===== src/rtl/dafilt_pkg.sv =====
package dafilt_pkg;
   localparam logic [31:0] CRC_POLY      = 32'h04C1_1DB7;
   localparam int          WORD_W        = 16;
   localparam int          MAC_W         = 48;
   localparam int          WORDS_PER_MAC = MAC_W / WORD_W;
   localparam int          HASH_WORDS    = 4;
   localparam int          HASH_BITS     = 6;
   localparam int          HASH_BINS     = HASH_WORDS * WORD_W;
   localparam int          CTRL_PROM_BIT = 5;
   localparam int          CTRL_HASH_BIT = 8;
   localparam int          CTRL_ADDR     = 0;
   localparam int          HASH_BASE     = 4;
   localparam int          SLOT_BASE     = 16;
   localparam int          SLOT_STRIDE   = 4;
endpackage


===== src/rtl/dafilt_regs.sv =====
module dafilt_regs
   import dafilt_pkg::*;
#(
   parameter int NSLOT = 4,
   parameter int AW    = 5
) (
   input  logic                          clk,
   input  logic                          rst_n,
   input  logic                          we,
   input  logic [AW-1:0]                 addr,
   input  logic [WORD_W-1:0]             wdata,
   output logic                          prom,
   output logic                          hash_en,
   output logic [HASH_BINS-1:0]          hash_tbl,
   output logic [NSLOT-1:0][MAC_W-1:0]   slots
);
   // control word: only the two defined bits are stored
   always_ff @(posedge clk) begin
      if (!rst_n) begin
         prom    <= 1'b0;
         hash_en <= 1'b0;
      end else if (we && addr == AW'(CTRL_ADDR)) begin
         prom    <= wdata[CTRL_PROM_BIT];
         hash_en <= wdata[CTRL_HASH_BIT];
      end
   end

   for (genvar k = 0; k < HASH_WORDS; k++) begin : g_hash
      logic [WORD_W-1:0] word_q;
      always_ff @(posedge clk) begin
         if (!rst_n)
            word_q <= '0;
         else if (we && addr == AW'(HASH_BASE + k))
            word_q <= wdata;
      end
      assign hash_tbl[k*WORD_W +: WORD_W] = word_q;
   end

   for (genvar s = 0; s < NSLOT; s++) begin : g_slot
      for (genvar w = 0; w < WORDS_PER_MAC; w++) begin : g_word
         logic [WORD_W-1:0] word_q;
         always_ff @(posedge clk) begin
            if (!rst_n)
               word_q <= '0;
            else if (we && addr == AW'(SLOT_BASE + SLOT_STRIDE*s + w))
               word_q <= wdata;
         end
         assign slots[s][w*WORD_W +: WORD_W] = word_q;
      end
   end
endmodule


===== src/rtl/dafilt_hash.sv =====
module dafilt_hash
   import dafilt_pkg::*;
(
   input  logic [MAC_W-1:0]     da,
   input  logic [HASH_BINS-1:0] tbl,
   output logic [HASH_BITS-1:0] bin,
   output logic                 bin_set
);
   logic [31:0] crc;

   // serial CRC-32 unrolled over the address bits in wire order
   always_comb begin
      logic fb;
      crc = '1;
      for (int k = 0; k < MAC_W; k++) begin
         fb  = crc[31] ^ da[k];
         crc = {crc[30:0], 1'b0};
         if (fb) crc = crc ^ CRC_POLY;
      end
   end

   assign bin     = crc[31 -: HASH_BITS];
   assign bin_set = tbl[bin];
endmodule


===== src/rtl/dafilt_match.sv =====
module dafilt_match
   import dafilt_pkg::*;
#(
   parameter int NSLOT = 4,
   parameter int IDX_W = 2
) (
   input  logic [MAC_W-1:0]             da,
   input  logic [NSLOT-1:0][MAC_W-1:0]  slots,
   output logic                         hit,
   output logic [IDX_W-1:0]             idx
);
   logic [NSLOT-1:0] eq;
   logic             grp;

   assign grp = da[0] && !(&da);

   // slot 0 serves unicast only, the rest serve group addresses only
   for (genvar s = 0; s < NSLOT; s++) begin : g_cmp
      if (s == 0) begin : g_station
         assign eq[s] = !da[0] && (slots[s] == da);
      end else begin : g_group
         assign eq[s] = grp && (slots[s] == da);
      end
   end

   always_comb begin
      idx = '0;
      for (int s = NSLOT - 1; s >= 0; s--)
         if (eq[s]) idx = IDX_W'(s);
   end

   assign hit = |eq;
endmodule


===== src/rtl/rx_dest_filter.sv =====
module rx_dest_filter
   import dafilt_pkg::*;
#(
   parameter int NSLOT = 4,
   parameter int AW    = 5
) (
   input  logic                      clk,
   input  logic                      rst_n,
   input  logic                      cfg_we,
   input  logic [AW-1:0]             cfg_addr,
   input  logic [15:0]               cfg_wdata,
   input  logic                      da_valid,
   input  logic [47:0]               da,
   output logic                      res_valid,
   output logic                      accept,
   output logic                      is_bcast,
   output logic                      is_mcast,
   output logic                      hash_hit,
   output logic                      slot_hit,
   output logic [$clog2(NSLOT)-1:0]  slot_idx
);
   localparam int IDX_W    = $clog2(NSLOT);
   localparam int MAP_TOP  = SLOT_BASE + SLOT_STRIDE*(NSLOT-1) + WORDS_PER_MAC - 1;

   if (NSLOT < 2 || NSLOT > 4) begin : g_bad_nslot
      $error("rx_dest_filter: NSLOT must lie in 2..4");
   end
   if (MAP_TOP >= (1 << AW)) begin : g_bad_aw
      $error("rx_dest_filter: AW too narrow for the register map");
   end

   logic                         prom, hash_en;
   logic [HASH_BINS-1:0]         hash_tbl;
   logic [NSLOT-1:0][MAC_W-1:0]  slots;
   logic [HASH_BITS-1:0]         bin;
   logic                         bin_set;
   logic                         m_hit;
   logic [IDX_W-1:0]             m_idx;

   dafilt_regs #(.NSLOT(NSLOT), .AW(AW)) u_regs (
      .clk(clk), .rst_n(rst_n), .we(cfg_we), .addr(cfg_addr), .wdata(cfg_wdata),
      .prom(prom), .hash_en(hash_en), .hash_tbl(hash_tbl), .slots(slots)
   );

   dafilt_hash u_hash (
      .da(da), .tbl(hash_tbl), .bin(bin), .bin_set(bin_set)
   );

   dafilt_match #(.NSLOT(NSLOT), .IDX_W(IDX_W)) u_match (
      .da(da), .slots(slots), .hit(m_hit), .idx(m_idx)
   );

   logic c_bc, c_mc, c_uc, c_hh, c_acc;
   assign c_bc  = &da;
   assign c_mc  = da[0] && !c_bc;
   assign c_uc  = !da[0];
   assign c_hh  = c_mc && hash_en && bin_set;
   assign c_acc = prom || c_bc || (c_uc && m_hit) || (c_mc && (m_hit || c_hh));

   always_ff @(posedge clk) begin
      if (!rst_n) begin
         res_valid <= 1'b0;
         accept    <= 1'b0;
         is_bcast  <= 1'b0;
         is_mcast  <= 1'b0;
         hash_hit  <= 1'b0;
         slot_hit  <= 1'b0;
         slot_idx  <= '0;
      end else begin
         res_valid <= da_valid;
         if (da_valid) begin
            accept   <= c_acc;
            is_bcast <= c_bc;
            is_mcast <= c_mc;
            hash_hit <= c_hh;
            slot_hit <= m_hit;
            slot_idx <= m_idx;
         end
      end
   end
endmodule


===== config.mk =====
export PLATFORM = sky130hd
export DESIGN_NAME = rx_dest_filter
export DESIGN_NICKNAME = d
export VERILOG_FILES = /design/src/rtl/dafilt_pkg.sv /design/src/rtl/dafilt_regs.sv /design/src/rtl/dafilt_hash.sv /design/src/rtl/dafilt_match.sv /design/src/rtl/rx_dest_filter.sv
export SDC_FILE = /design/constraint.sdc
export NUM_CORES = 1
export LEC_CHECK = 0
export BUFFER_PORTS_ARGS = -buffer_cell sky130_fd_sc_hd__buf_2
export CAP_MARGIN = 25
export CELL_PAD_IN_SITES_DETAIL_PLACEMENT = 0
export CELL_PAD_IN_SITES_GLOBAL_PLACEMENT = 2
export CORE_MARGIN = 10
export CORE_UTILIZATION = 42
export CTS_CLUSTER_DIAMETER = 100
export DETAILED_ROUTE_END_ITERATION = 10
export PLACE_DENSITY = 0.83
export SETUP_SLACK_MARGIN = 0.3
export SLEW_MARGIN = 15
export SYNTH_ARGS = -nofsm -noshare
export SYNTH_HDL_FRONTEND = slang
export SYNTH_SLANG_ARGS = --single-unit

===== constraint.sdc =====
create_clock -name clk -period 7.45 [get_ports clk]
set_input_delay 0 -clock clk [delete_from_list [all_inputs] [get_ports clk]]
set_output_delay 0 -clock clk [all_outputs]
set_load 0.02 [all_outputs]

### After elaboration in Yosys (flattened, before gate mapping)

Cells that the tools add are included.

| storage, ports and cells | value |
|---|---|
| register bits | 266 |

| cells by class | value |
|---|---|
| $lt $le $gt $ge | 1 |
| eq/ne operators | 20 |
| muxes and demuxes | 54 |
| bitwise operators | 94 |
| reductions and logical operators | 35 |

Operators with widths:

| kind | number |
|---|---|
| two-way mux 27 bit | 48 |
| NOT 14 bit | 47 |
| equality test 48 bit | 4 |
| equality test 5 bit, second input constant | 12 |
| AND reduction 48 bit | 1 |
| XOR 1 bit | 42 |
| logical AND 1 bit | 26 |
| equality test 5 x 3 -> 1 bit, second input constant | 4 |
| two-way mux 2 bit | 4 |
| < comparator 6 x 7 -> 1 bit, second input constant | 1 |
| binary-select mux 1 bit (select 6 bit) | 1 |
| zero test 5 bit | 1 |
| XOR 1 bit, first input constant | 5 |
| logical OR 1 bit | 4 |
| OR reduction 4 bit | 1 |
| zero test 1 bit | 2 |
| two-way mux 1 bit | 1 |

### Logic depth before layout (Yosys ltp)

| depth | value |
|---|---|
| depth after elaboration | 101 |
| depth in mapped cells | 17 |
| gate-level depth less buffers | 15 |

### By module

A second synthesis with hierarchy kept.

| second synthesis, totals | value |
|---|---|
| cell total of the unflattened synthesis | 1,538 |
| area total of the unflattened synthesis | 15,429.8 um^2 |

By module, submodules not included:

| module | instances | cells an instance | area each (um^2) | sequential area each (um^2) |
|---|---|---|---|---|
| dafilt_regs | 1 | 886 | 9,349.0 | 5,165.0 |
| dafilt_hash | 1 | 266 | 2,966.6 | 0.0 |
| dafilt_match | 1 | 333 | 2,608.8 | 0.0 |
| rx_dest_filter | 1 | 53 | 505.5 | 160.2 |

### Least setup slack after synthesis

OpenSTA, ideal clock, no wires.

| timing path | value |
|---|---|
| path kind | input-to-reg |
| start point | in da[2] |
| end point | reg hash_hit |
| library setup time | 0.076 ns |
| arrival | 4.426 ns |
| data required time | 7.374 ns |
| slack | 2.948 ns |
| stages on the path | 16 |
| cells stage by stage | ha_1 -> xnor2_2 -> xnor2_2 -> xnor3_1 -> xnor2_1 -> xnor3_2 -> xor3_2 -> xnor2_4 -> xor2_4 -> buf_8 -> mux2i_1 -> mux4_2 -> mux2i_1 -> mux2i_1 -> a211o_1 -> o22ai_1 |

| on the way | value |
|---|---|
| word-level cells in the longest chain between the ends | 62 |
| elaborated cells between the ends (all ways) | 132 |
| those cells by class | mux (48); bitwise (79); reduce/logical (5) |

Ends and longest elaborated chain:

| item | RTL line | text |
|---|---|---|
| start, declared | rx_dest_filter.sv:13 | `input logic [47:0] da,` |
| XOR 1 bit | dafilt_hash.sv:16 | `fb = crc[31] ^ da[k];` |
| two-way mux 27 bit | dafilt_hash.sv:18 | `if (fb) crc = crc ^ CRC_POLY;` |
| two-way mux 27 bit / NOT 14 bit (equally long branches) (2 in a row) | n/a |  |
| two-way mux 27 bit | dafilt_hash.sv:18 |  |
| NOT 14 bit (no line) / two-way mux 27 bit (equally long branches) | n/a |  |
| two-way mux 27 bit | dafilt_hash.sv:18 |  |
| two-way mux 27 bit / NOT 14 bit (equally long branches) (2 in a row) | n/a |  |
| two-way mux 27 bit | dafilt_hash.sv:18 |  |
| (+42 left out) | n/a |  |
| two-way mux 27 bit | dafilt_hash.sv:18 |  |
| NOT 14 bit (no line) | n/a |  |
| two-way mux 27 bit (3 in a row) | dafilt_hash.sv:18 |  |
| NOT 14 bit (no line) | n/a |  |
| two-way mux 27 bit | dafilt_hash.sv:18 |  |
| binary-select mux 1 bit (select 6 bit) | dafilt_hash.sv:23 | `assign bin_set = tbl[bin];` |
| two-way mux 1 bit (not written as such) | dafilt_hash.sv:23 |  |
| logical AND 1 bit (*) | rx_dest_filter.sv:57 | `assign c_hh = c_mc && hash_en && bin_set;` |
| end signal, assigned | rx_dest_filter.sv:75 | `hash_hit <= c_hh;` |
| end, declared | rx_dest_filter.sv:18 | `output logic hash_hit,` |

Mark *: on every way between the ends. The rest lies on a longest branch, timed or not. The select of a mux whose other input is x is not followed.
A chain may end at the register's enable or synchronous reset.

### Worst setup path in the final report

| timing path | value |
|---|---|
| start point | in da[3] |
| end point | reg hash_hit |

| on the way | value |
|---|---|
| word-level cells in the longest chain between the ends | 61 |
| elaborated cells between the ends (all ways) | 129 |
| those cells by class | mux (47); bitwise (77); reduce/logical (5) |

Ends and longest elaborated chain:

| item | RTL line |
|---|---|
| XOR 1 bit | dafilt_hash.sv:16 |
| two-way mux 27 bit | dafilt_hash.sv:18 |
| NOT 14 bit (no line) | n/a |
| two-way mux 27 bit | dafilt_hash.sv:18 |
| NOT 14 bit (no line) / two-way mux 27 bit (equally long branches) | n/a |
| two-way mux 27 bit / NOT 14 bit (equally long branches) | n/a |
| two-way mux 27 bit | dafilt_hash.sv:18 |
| two-way mux 27 bit / NOT 14 bit (equally long branches) | n/a |
| (+43 left out) | n/a |
| two-way mux 27 bit | dafilt_hash.sv:18 |
| NOT 14 bit (no line) | n/a |
| two-way mux 27 bit (3 in a row) | dafilt_hash.sv:18 |
| NOT 14 bit (no line) | n/a |
| two-way mux 27 bit | dafilt_hash.sv:18 |
| binary-select mux 1 bit (select 6 bit) | dafilt_hash.sv:23 |
| two-way mux 1 bit (not written as such) | dafilt_hash.sv:23 |
| logical AND 1 bit (*) | rx_dest_filter.sv:57 |

Marks and branches as above.

==> impl_metrics.tcl <==
set metrics [dict create \
    grt_setup_unrepaired "no" \
    status "complete, but fails checks" \
    core_mm2 0.0375 \
    number_of_antenna_violations_at_the_first_check_in_global_routing 0 \
    clock_insertion_delay_worst_skew_ns 0.61 \
    synth_fp_nets 1873 \
    grt_start_max_net_pins 141 \
    firstDrtPassIters 7 \
    worst_pin_slew_ns 0.968 \
    rows 71 \
    gr-usage-all-layers_pct 24.9 \
    finalClockSkew_ns 0.0512 \
    syn_to_final_growth_pct 11.4 \
    finalWeightedCongestion 0.896 \
    met3_wirelength_mm 3.48 \
    clock-root-buffer "sky130_fd_sc_hd__clkbuf_16" \
    nets 1866 \
    routed_wirelength_mm 58.8 \
    synth.top_cells.by_count "sky130_fd_sc_hd__nand2_1 (501), sky130_fd_sc_hd__dfxtp_1 (266), sky130_fd_sc_hd__a21boi_0 (241)" \
    synth_largest_type_area_fraction_pct 33.6 \
    wl_met1_mm 26.0 \
    critPathRequiredTime_ns 7.94 \
    fmax_mhz 194 \
    netlist_area_mm2 0.0159 \
    number_of_hold_slack_violations_in_the_final_timing_report 3 \
    route.met2.wl_mm 27.3 \
    tritoncts "done" \
    cts_post_setup_buffers_inserted 0 \
    vias_per_cell 5.36 \
    grt_first_pass_wirelength_mm 85.9 \
    yosys.area.top_type "sky130_fd_sc_hd__dfxtp_1" \
    max_cap_viol_count 0 \
    area_of_the_die_mm2 0.0459 \
    crit_arrival_ns 5.66 \
    synth-seq-cells 266 \
    synthCells 1797 \
    initial_utilization_pct 42.3 \
    synthesis.area_per_instance_um2 8.83 \
    floorplan.die.width_um 214 \
    timing.setup.critical_path_class "in2reg" \
    hpwlAfterDp_mm 39.5 \
    fin_setup_tns_ns 0 \
    setup_viol_count_final 0 \
    async_reset_ff_share_pct 0 \
    total_clock_buffers_created_by_cts 31 \
    synth_top_cells_by_area "sky130_fd_sc_hd__dfxtp_1 (34%), sky130_fd_sc_hd__nand2_1 (12%), sky130_fd_sc_hd__a21boi_0 (11%)" \
    top_count_cell_post_synth "sky130_fd_sc_hd__nand2_1" \
    first_global_vias 12100 \
    dominantRegCellSynth "sky130_fd_sc_hd__dfxtp_1" \
    synth_cell_types 51 \
    start_kind "primary input" \
    hp-class "in2reg" \
    synth.yosys.warnings 0 \
    grt_overflow 0 \
    detailedRoute.firstIterationViolations 1057 \
    fp.dieH_um 214 \
    detailroute.via_count 12500 \
    clkTransAtPathRegs_ns 0.06 \
    synth_edf_count 0 \
    clock_path_buffers 3 \
    clock-sinks 266 \
    worstSetupEndpointType "flop" \
    critical_path_peak_fanout 17 \
    yosysSeqAreaShare_pct 33.6 \
    fin_crit_sh_pct 69.3 \
    final_layout_size_suffix_gt1_share_pct 10.1 \
    maxUsedRoutingLayer "met4" \
    routed_length_per_placed_instance_um 25.3 \
    hold_ws_ns -0.0206 \
    max-slew-margin-rel_pct 35.4 \
    num_antenna_cells 0 \
    remaining_number_of_nets_flagged_by_the_antenna_check_after_routing 0 \
    io-pin-count 81 \
    place.port_buffers 80 \
    htreeDepth 1 \
    drt_drc_violations_left 0 \
    violations_in_the_final_reports "hold timing" \
    period_minus_slack_ns 5.17 \
    drv_slew 0 \
]
worst max-delay path, stage by stage:
cell                      delay, ns
sky130_fd_sc_hd__buf_2         0.35
sky130_fd_sc_hd__ha_1          0.36
sky130_fd_sc_hd__xnor2_2       0.44
sky130_fd_sc_hd__xnor2_2       0.22
sky130_fd_sc_hd__xnor3_1       0.47
sky130_fd_sc_hd__xnor2_1       0.28
sky130_fd_sc_hd__xnor3_2       0.45
sky130_fd_sc_hd__xor3_2        0.53
sky130_fd_sc_hd__xnor2_4       0.39
sky130_fd_sc_hd__xor2_4        0.65
sky130_fd_sc_hd__buf_4         0.32
sky130_fd_sc_hd__mux2i_1       0.11
sky130_fd_sc_hd__mux4_2        0.46
sky130_fd_sc_hd__mux2_2        0.28
sky130_fd_sc_hd__nand2_1       0.07
sky130_fd_sc_hd__a21oi_1       0.08
sky130_fd_sc_hd__o22ai_1       0.18
what timing repair did:
action,in CTS,in global routing
hold buffers,17,0
gates resized for setup,0,0
hold endpoints to repair,217,0
sequential cells by signal (all words and copies together) (netlist names):
| register | count |
|---|---|
| slot_hit | 1 |
| is_mcast | 1 |
| hash_hit | 1 |
| u_regs.g_hash.word_q | 64 |
| res_valid | 1 |
| is_bcast | 1 |
| u_regs.prom | 1 |
| slot_idx | 2 |
| accept | 1 |
| u_regs.g_slot.g_word.word_q | 192 |
| u_regs.hash_en | 1 |
placed cells by master (no fill, tap or decap), types with 3 or more instances in the layout:
| cell | Yosys | layout |
|---|---|---|
| sky130_fd_sc_hd__nand2_1 | 501 | 501 |
| sky130_fd_sc_hd__dfxtp_1 | 266 | 266 |
| sky130_fd_sc_hd__a21boi_0 | 241 | 241 |
| sky130_fd_sc_hd__xnor2_1 | 197 | 197 |
| sky130_fd_sc_hd__xor2_1 | 105 | 105 |
| sky130_fd_sc_hd__buf_2 | 8 | 79 |
| sky130_fd_sc_hd__mux2i_1 | 57 | 57 |
| sky130_fd_sc_hd__xnor3_1 | 47 | 47 |
| sky130_fd_sc_hd__nand4_1 | 45 | 45 |
| sky130_fd_sc_hd__clkbuf_16 | 0 | 31 |
| sky130_fd_sc_hd__nor4_1 | 29 | 28 |
| sky130_fd_sc_hd__nor2b_1 | 27 | 27 |
| sky130_fd_sc_hd__dlygate4sd3_1 | 0 | 17 |
| sky130_fd_sc_hd__buf_4 | 6 | 14 |
| sky130_fd_sc_hd__nand3_1 | 13 | 13 |
| sky130_fd_sc_hd__nor2_1 | 14 | 13 |
| sky130_fd_sc_hd__inv_1 | 13 | 13 |
| sky130_fd_sc_hd__clkbuf_8 | 0 | 10 |
| sky130_fd_sc_hd__clkinv_2 | 0 | 8 |
| sky130_fd_sc_hd__xnor2_2 | 7 | 7 |
| sky130_fd_sc_hd__xor3_1 | 7 | 7 |
| sky130_fd_sc_hd__mux4_2 | 6 | 6 |
| sky130_fd_sc_hd__and2_1 | 5 | 5 |
| sky130_fd_sc_hd__xnor2_4 | 5 | 5 |
| sky130_fd_sc_hd__o21ai_0 | 5 | 5 |
| sky130_fd_sc_hd__o22ai_1 | 5 | 5 |
| sky130_fd_sc_hd__and3_1 | 4 | 4 |
| sky130_fd_sc_hd__nor3_1 | 7 | 4 |
| sky130_fd_sc_hd__clkbuf_1 | 131 | 4 |
| sky130_fd_sc_hd__nand2b_1 | 3 | 3 |
| sky130_fd_sc_hd__xor2_2 | 3 | 3 |
| sky130_fd_sc_hd__a221oi_1 | 3 | 3 |
| sky130_fd_sc_hd__o221ai_1 | 3 | 3 |
| sky130_fd_sc_hd__ha_1 | 3 | 3 |
routing by layer:
metal,GRT usage [%],vias to the layer above
li1,-,5898
met4,8.34,0
met1,33.6,6075
met5,0,-
met2,40.1,396
met3,3.40,89
through the flow:
stage          area, um^2  setup WS [ns]  util, %  instances
6_report            17700           2.28     47.1       2326
5_1_grt             17700           2.06     47.1       2326
4_1_cts             17700           2.34     47.1       2325
3_5_place_dp        16400           1.77     43.8       2250
3_3_place_gp        16400           1.90     43.7       2249
2_1_floorplan       15900           2.95        -       1797
cell type report:
| class | count | area (um^2) |
|---|---|---|
| Clock inverter | 13 | 139 |
| Tap cell | 511 | 639 |
| Timing Repair Buffer | 112 | 709 |
| Multi-Input combinational cell | 1366 | 9880 |
| Fill cell | 3635 | 19800 |
| Clock buffer | 45 | 928 |
| Sequential cell | 266 | 5330 |
| Inverter | 13 | 48.8 |
final timing paths:
| path | start | to | slack (ns) | depth (start not counted) |
|---|---|---|---|---|
| setup reg to reg | u_regs.g_slot[0].g_word[0].word_q[5] | accept | 4.51 | 10 |
| setup / recovery | da[3] | hash_hit | 2.28 | 17 |
| hold / removal | rst_n | slot_hit | -0.02 | 3 |
| hold reg to reg | u_regs.g_slot[0].g_word[0].word_q[0] | u_regs.g_slot[0].g_word[0].word_q[0] | 0.47 | 2 |
cell families (layout without fill, tap and decap cells):
kind of cell	Yosys count	in the layout	share of synthesized area [%]
AO/OA/AOI/OAI	269	269	12.7
XOR/XNOR	376	376	27.1
adder cells (fa/ha/maj)	3	3	0.237
buffers and inverters	165	183	4.35
flip-flops	266	266	33.6
multiplexers	65	65	4.59
AND/OR/NAND/NOR	653	653	17.5
Power is not shown: default switching activity piles up to over one toggle a cycle in this logic, so the estimate is an artifact.
